===== config.mk =====
export PLATFORM = sky130hd
export DESIGN_NAME = timed_switch_ctrl
export DESIGN_NICKNAME = d
export VERILOG_FILES = /design/src/rtl/tsw_pkg.sv /design/src/rtl/tsw_req_qual.sv /design/src/rtl/tsw_timeout.sv /design/src/rtl/tsw_mode_fsm.sv /design/src/rtl/timed_switch_ctrl.sv
export SDC_FILE = /design/constraint.sdc
export NUM_CORES = 1
export LEC_CHECK = 0
export ABC_AREA = 1
export BUFFER_PORTS_ARGS = -buffer_cell sky130_fd_sc_hd__buf_2
export CORE_MARGIN = 8
export CORE_UTILIZATION = 45
export CTS_BUF_LIST = sky130_fd_sc_hd__clkbuf_16
export DETAILED_ROUTE_END_ITERATION = 10
export GPL_TIMING_DRIVEN = 0
export MAX_ROUTING_LAYER = met4
export SETUP_SLACK_MARGIN = 0.2
export SYNTH_ARGS = -nofsm -noshare
export SYNTH_HDL_FRONTEND = slang
export SYNTH_SLANG_ARGS = --single-unit

===== constraint.sdc =====
create_clock -name clk -period 1.4 [get_ports clk]
set_input_delay 0.14 -clock clk [delete_from_list [all_inputs] [get_ports clk]]
set_output_delay 0.14 -clock clk [all_outputs]
set_load 0.01 [all_outputs]

===== src/rtl/tsw_pkg.sv =====
package tsw_pkg;
  typedef enum logic {
    MODE_OFF = 1'b0,
    MODE_ON  = 1'b1
  } mode_e;
endpackage


===== src/rtl/tsw_req_qual.sv =====
module tsw_req_qual #(
  parameter int QUAL_CYCLES = 3,
  parameter int SYNC_STAGES = 2
) (
  input  logic clk,
  input  logic rst_n,
  input  logic req_n,
  input  logic line_tick,
  output logic held_low,
  output logic fire
);
  localparam int CW = $clog2(QUAL_CYCLES + 1);
  localparam logic [CW-1:0] LAST = CW'(QUAL_CYCLES - 1);
  localparam logic [CW-1:0] FULL = CW'(QUAL_CYCLES);

  logic [SYNC_STAGES-1:0] chain;
  logic [CW-1:0]          cnt;

  generate
    if (SYNC_STAGES == 1) begin : g_one
      always_ff @(posedge clk or negedge rst_n)
        if (!rst_n) chain <= '1;
        else        chain <= req_n;
    end else begin : g_many
      always_ff @(posedge clk or negedge rst_n)
        if (!rst_n) chain <= '1;
        else        chain <= {chain[SYNC_STAGES-2:0], req_n};
    end
  endgenerate

  assign held_low = ~chain[SYNC_STAGES-1];

  always_ff @(posedge clk or negedge rst_n) begin
    if (!rst_n)                      cnt <= '0;
    else if (!held_low)              cnt <= '0;
    else if (line_tick && cnt != FULL) cnt <= cnt + 1'b1;
  end

  assign fire = held_low && line_tick && (cnt == LAST);


  single_fire_chk: assert property (@(posedge clk) disable iff (!rst_n)
    fire |=> !fire);


  release_clear_chk: assert property (@(posedge clk) disable iff (!rst_n)
    !held_low |=> (cnt == '0));
endmodule


===== src/rtl/tsw_timeout.sv =====
module tsw_timeout #(
  parameter int TIMEOUT_TICKS = 255
) (
  input  logic clk,
  input  logic rst_n,
  input  logic run,
  input  logic restart,
  input  logic osc_tick,
  output logic expire
);
  localparam int TW = $clog2(TIMEOUT_TICKS + 1);
  localparam logic [TW-1:0] LAST = TW'(TIMEOUT_TICKS - 1);

  logic [TW-1:0] cnt;

  always_ff @(posedge clk or negedge rst_n) begin
    if (!rst_n)                cnt <= '0;
    else if (restart || !run)  cnt <= '0;
    else if (osc_tick)         cnt <= (cnt == LAST) ? '0 : cnt + 1'b1;
  end

  assign expire = run && osc_tick && !restart && (cnt == LAST);


  cnt_range_chk: assert property (@(posedge clk) disable iff (!rst_n)
    cnt <= LAST);


  idle_clear_chk: assert property (@(posedge clk) disable iff (!rst_n)
    !run |=> (cnt == '0));


  restart_zero_chk: assert property (@(posedge clk) disable iff (!rst_n)
    restart |=> (cnt == '0));
endmodule


===== src/rtl/tsw_mode_fsm.sv =====
module tsw_mode_fsm
  import tsw_pkg::*;
(
  input  logic  clk,
  input  logic  rst_n,
  input  logic  on_go,
  input  logic  off_go,
  input  logic  expire,
  output mode_e mode
);
  mode_e mode_nx;

  always_comb begin
    mode_nx = mode;
    if (off_go)      mode_nx = MODE_OFF;
    else if (on_go)  mode_nx = MODE_ON;
    else if (expire) mode_nx = MODE_OFF;
  end

  always_ff @(posedge clk or negedge rst_n)
    if (!rst_n) mode <= MODE_OFF;
    else        mode <= mode_nx;


  off_go_chk: assert property (@(posedge clk) disable iff (!rst_n)
    off_go |=> (mode == MODE_OFF));


  on_go_chk: assert property (@(posedge clk) disable iff (!rst_n)
    (on_go && !off_go) |=> (mode == MODE_ON));


  expire_chk: assert property (@(posedge clk) disable iff (!rst_n)
    (expire && !on_go && !off_go) |=> (mode == MODE_OFF));
endmodule


===== src/rtl/timed_switch_ctrl.sv =====
module timed_switch_ctrl
  import tsw_pkg::*;
#(
  parameter int QUAL_CYCLES   = 3,
  parameter int SYNC_STAGES   = 2,
  parameter int TIMEOUT_TICKS = 255
) (
  input  logic clk,
  input  logic rst_n,
  input  logic line_tick,
  input  logic osc_tick,
  input  logic on_req_n,
  input  logic off_req_n,
  output logic power_en
);
  logic  on_low, on_fire, off_low, off_fire;
  logic  on_go, off_go, tmr_expire;
  mode_e mode;

  tsw_req_qual #(.QUAL_CYCLES(QUAL_CYCLES), .SYNC_STAGES(SYNC_STAGES)) on_qual_i (
    .clk(clk), .rst_n(rst_n), .req_n(on_req_n), .line_tick(line_tick),
    .held_low(on_low), .fire(on_fire));

  tsw_req_qual #(.QUAL_CYCLES(QUAL_CYCLES), .SYNC_STAGES(SYNC_STAGES)) off_qual_i (
    .clk(clk), .rst_n(rst_n), .req_n(off_req_n), .line_tick(line_tick),
    .held_low(off_low), .fire(off_fire));

  // mutual lockout between the two request pins
  assign on_go  = on_fire && !off_low;
  assign off_go = off_fire && !on_low;

  tsw_timeout #(.TIMEOUT_TICKS(TIMEOUT_TICKS)) timer_i (
    .clk(clk), .rst_n(rst_n), .run(mode == MODE_ON), .restart(on_go),
    .osc_tick(osc_tick), .expire(tmr_expire));

  tsw_mode_fsm fsm_i (
    .clk(clk), .rst_n(rst_n), .on_go(on_go), .off_go(off_go),
    .expire(tmr_expire), .mode(mode));

  assign power_en = (mode == MODE_ON);


  on_lockout_chk: assert property (@(posedge clk) disable iff (!rst_n)
    $rose(power_en) |-> !$past(off_low));


  off_lockout_chk: assert property (@(posedge clk) disable iff (!rst_n)
    ($fell(power_en) && !$past(tmr_expire)) |-> !$past(on_low));


  hold_on_chk: assert property (@(posedge clk) disable iff (!rst_n)
    (power_en && !osc_tick && !off_go) |=> power_en);
endmodule


==> results.yml <==
clocking:
  cts_max_level: 1
  clkTransAtPathRegs_ps: 50
  root_buffer: "clkbuf_16"
  clock-sinks: 17
  worstSkewPairLatency_ps: 250
  cts.path.max_buffers: 2
  cts_tree: "done"
  cts_buffers: 3
cells_and_area:
  fin_cells: 156
  antenna-diode-count: 0
  layout-drive-gt1-share_pct: 48.1
  final_util_pct: 67.7
  multi_input_area_um2: 592
  syn2layout_area_growth_pct: 42.9
  fillers: 175
  final_cell_area_um2: 1330
  register_area_um2: 433
  layout.nets: 142
grt:
  antenna_found_initial: 0
  grt_usage_pct: 11.2
  grt_pass1_vias: 701
  overflow: 0
  grt_pass1_wl_um: 2980
  grt_max_degree: 18
place:
  dp_hpwl_um: 1180
  placedCellCount: 141
  place_area_um2: 993
  io_buffers: 6
  place_congestion: 0.823
route:
  dr.pass1.iters: 4
  wl_um: 1850
  drc_errors: 0
  drtIter0Drc: 14
  vias: 746
  drt-wirelength-per-cell_um: 11.9
  vias_per_cell: 4.78
  ant_nets: 0
synthesis:
  syn-num-nets: 120
  synth_area_um2: 930
  seq_area_frac_synth_pct: 46.3
  synth-seq-cells: 17
  ys_types: 21
  ys.warnings.count: 0
  async_flop_share_pct: 100
  synth-main-ff-cell: "dfrtp_1"
  syn_avg_cell_area_um2: 8.61
  synth_edf_count: 0
  postSynthCellCount: 108
timing:
  finalCritPeriodShare_pct: 85.3
  tightest_slew_ps: 376
  whs_ps: 211
  drv_slew: 0
  period_needed_ps: 1190
  tns_ps: 0
  setup_viol: 0
  fin_skew_ps: 2.19
  hold_viol: 0
  relSlewSlack_pct: 74.9
  rsz0062_at_grt: "true"
  fmax_mhz: 837
worst_hold_path:
  whs_path_depth: 3
  hp-start: "osc_tick"
  whs_endpoint: "timer_i.cnt[2]"
  min_path_type: "primary input to flip-flop"
power:
  p_int_uw: 1100
  p_switching_uw: 443
  power_frac_seq_pct: 38.8
  cellPowerDensity_nw_per_um2: 1160
  p_sw_share_pct: 28.6
  p_leak_uw: 0.000639
  pwr-share-comb_pct: 24.2
  ir_drop_mv: 1.15
  pwr-share-clk_pct: 37.0
critical_path:
  cp-start-kind: "flip-flop"
  crit_arrival_ps: 1380
  worstSetupPathType: "flip-flop to flip-flop"
  r2r_setup_slack_ps: 210
  regToRegEndpoint: "timer_i.cnt[6]"
  endpoint_kind: "flip-flop"
  rr_startpoint: "on_qual_i.chain[1]"
  crit_fanout: 3
  r2r_cells: 7
  crit_required_ps: 1590
floorplanning:
  initial_core_util_pct: 47.4
  dieArea_um2: 3780
  core_um2: 1960
  die_h_um: 61.5
  die_w_um: 61.5
  rows: 16
  ios: 7
flow_run:
  drv_cap: 0
run_status:
  outcome: "finished clean"
-- critical path, cell delays in order (launching register included) --
cell and delay [ps]:
dfstp_2 550, buf_6 100, nor2_2 40, nand2_4 90
nand2_4 60, nor2_4 150, nand3_2 80, nand2_1 60
-- worst max-delay path by stage --
stage	from	endpoint	slack, ps	cells after the start
after floorplan	on_qual_i.cnt[0]	timer_i.cnt[5]	230	9
after global placement	on_qual_i.cnt[0]	timer_i.cnt[5]	90	9
after detailed placement	on_qual_i.cnt[0]	timer_i.cnt[7]	80	9
after CTS	on_qual_i.cnt[0]	timer_i.cnt[3]	190	8
after global routing	timer_i.cnt[0]	timer_i.cnt[1]	130	7
final	on_qual_i.chain[1]	timer_i.cnt[6]	210	7
-- layer usage --
metal | vias to the layer above | track usage [%] | share of wire [%]
li1 | 386 | - | -
met1 | 339 | 12.3 | 45
met2 | 19 | 18.1 | 48
met3 | 2 | 3.97 | 6.2
met4 | 0 | 4.87 | 0.54
met5 | - | - | 0
-- synth_stat cells (2+ instances only) --
cell type	instances	area, um^2
nand2_2	4	25.0
nor2_1	13	48.8
ha_1	6	75.1
nor2_2	2	12.5
nand3_1	10	50.1
nand2_1	23	86.3
xor2_1	5	43.8
dfrtp_1	13	325
inv_1	13	48.8
a211oi_1	2	15.0
nand4_1	2	12.5
o21ai_1	3	15.0
dfstp_2	4	105
-- power by group through the flow --
| stage | Combinational, uW | Clock (uW) | Sequential, uW |
|---|---|---|---|
| 3_3_place_gp | 210 | 0 | 593 |
| 2_1_floorplan | 145 | 0 | 593 |
| 4_1_cts | 310 | 594 | 585 |
| 3_5_place_dp | 214 | 0 | 598 |
| 5_1_grt | 411 | 614 | 605 |
| 6_report | 374 | 573 | 600 |
-- repair_timing --
action                                  4_1_cts  5_1_grt
hold endpoints to repair                     15        0
resized for setup                            15       29
pin swaps                                     5       13
buffers inserted                              8        0
hold buffers                                  3        0
endpoints found under the setup margin        8       11
gates cloned                                  0        0
-- cell usage in the layout (no fill, tap or decap), drive strengths merged --
master,instances
dfrtp,13
clkinv,1
nand2,27
buf,14
inv,14
nor3,1
o21ai,5
clkbuf,3
dfstp,4
dlygate4sd3,3
nand4,2
nand3,11
a211oi,2
o21bai,1
clkinvlp,1
nor2,16
xor2,5
ha,6
-- flip-flops by register name, summed over array words and instances, names as in the netlist --
register and cells:
timer_i.cnt 8, off_qual_i.chain 2, off_qual_i.cnt 2, on_qual_i.chain 2, on_qual_i.cnt 2, fsm_i.mode 1
-- final cells by class --
type                       count  share of cell area, %
multi-input combinational     76                   44.5
sequential                    17                   32.6
timing repair buffer          17                   9.89
clock buffer                   3                   5.65
inverter                      15                   4.24
tap                           27                   2.54
clock inverter                 1                  0.565
-- metrics by stage --
step / setup slack (ps) / total power [uW]
2_1_floorplan: 227 / 738
3_3_place_gp: 85.3 / 803
3_5_place_dp: 79.7 / 811
4_1_cts: 186 / 1490
5_1_grt: 130 / 1630
6_report: 206 / 1550
-- logic make-up (layout without fill, tap and decap cells) --
kind of cell | after synthesis | count (layout) | share of synthesized area (%)
AND/OR/NAND/NOR | 57 | 57 | 29.3
buffers and inverters | 15 | 36 | 6.06
XOR/XNOR | 5 | 5 | 4.71
adder cells (fa/ha/maj) | 6 | 6 | 8.08
AO/OA/AOI/OAI | 8 | 8 | 5.52
flip-flops | 17 | 17 | 46.3
(Power assumes the default switching activity.)
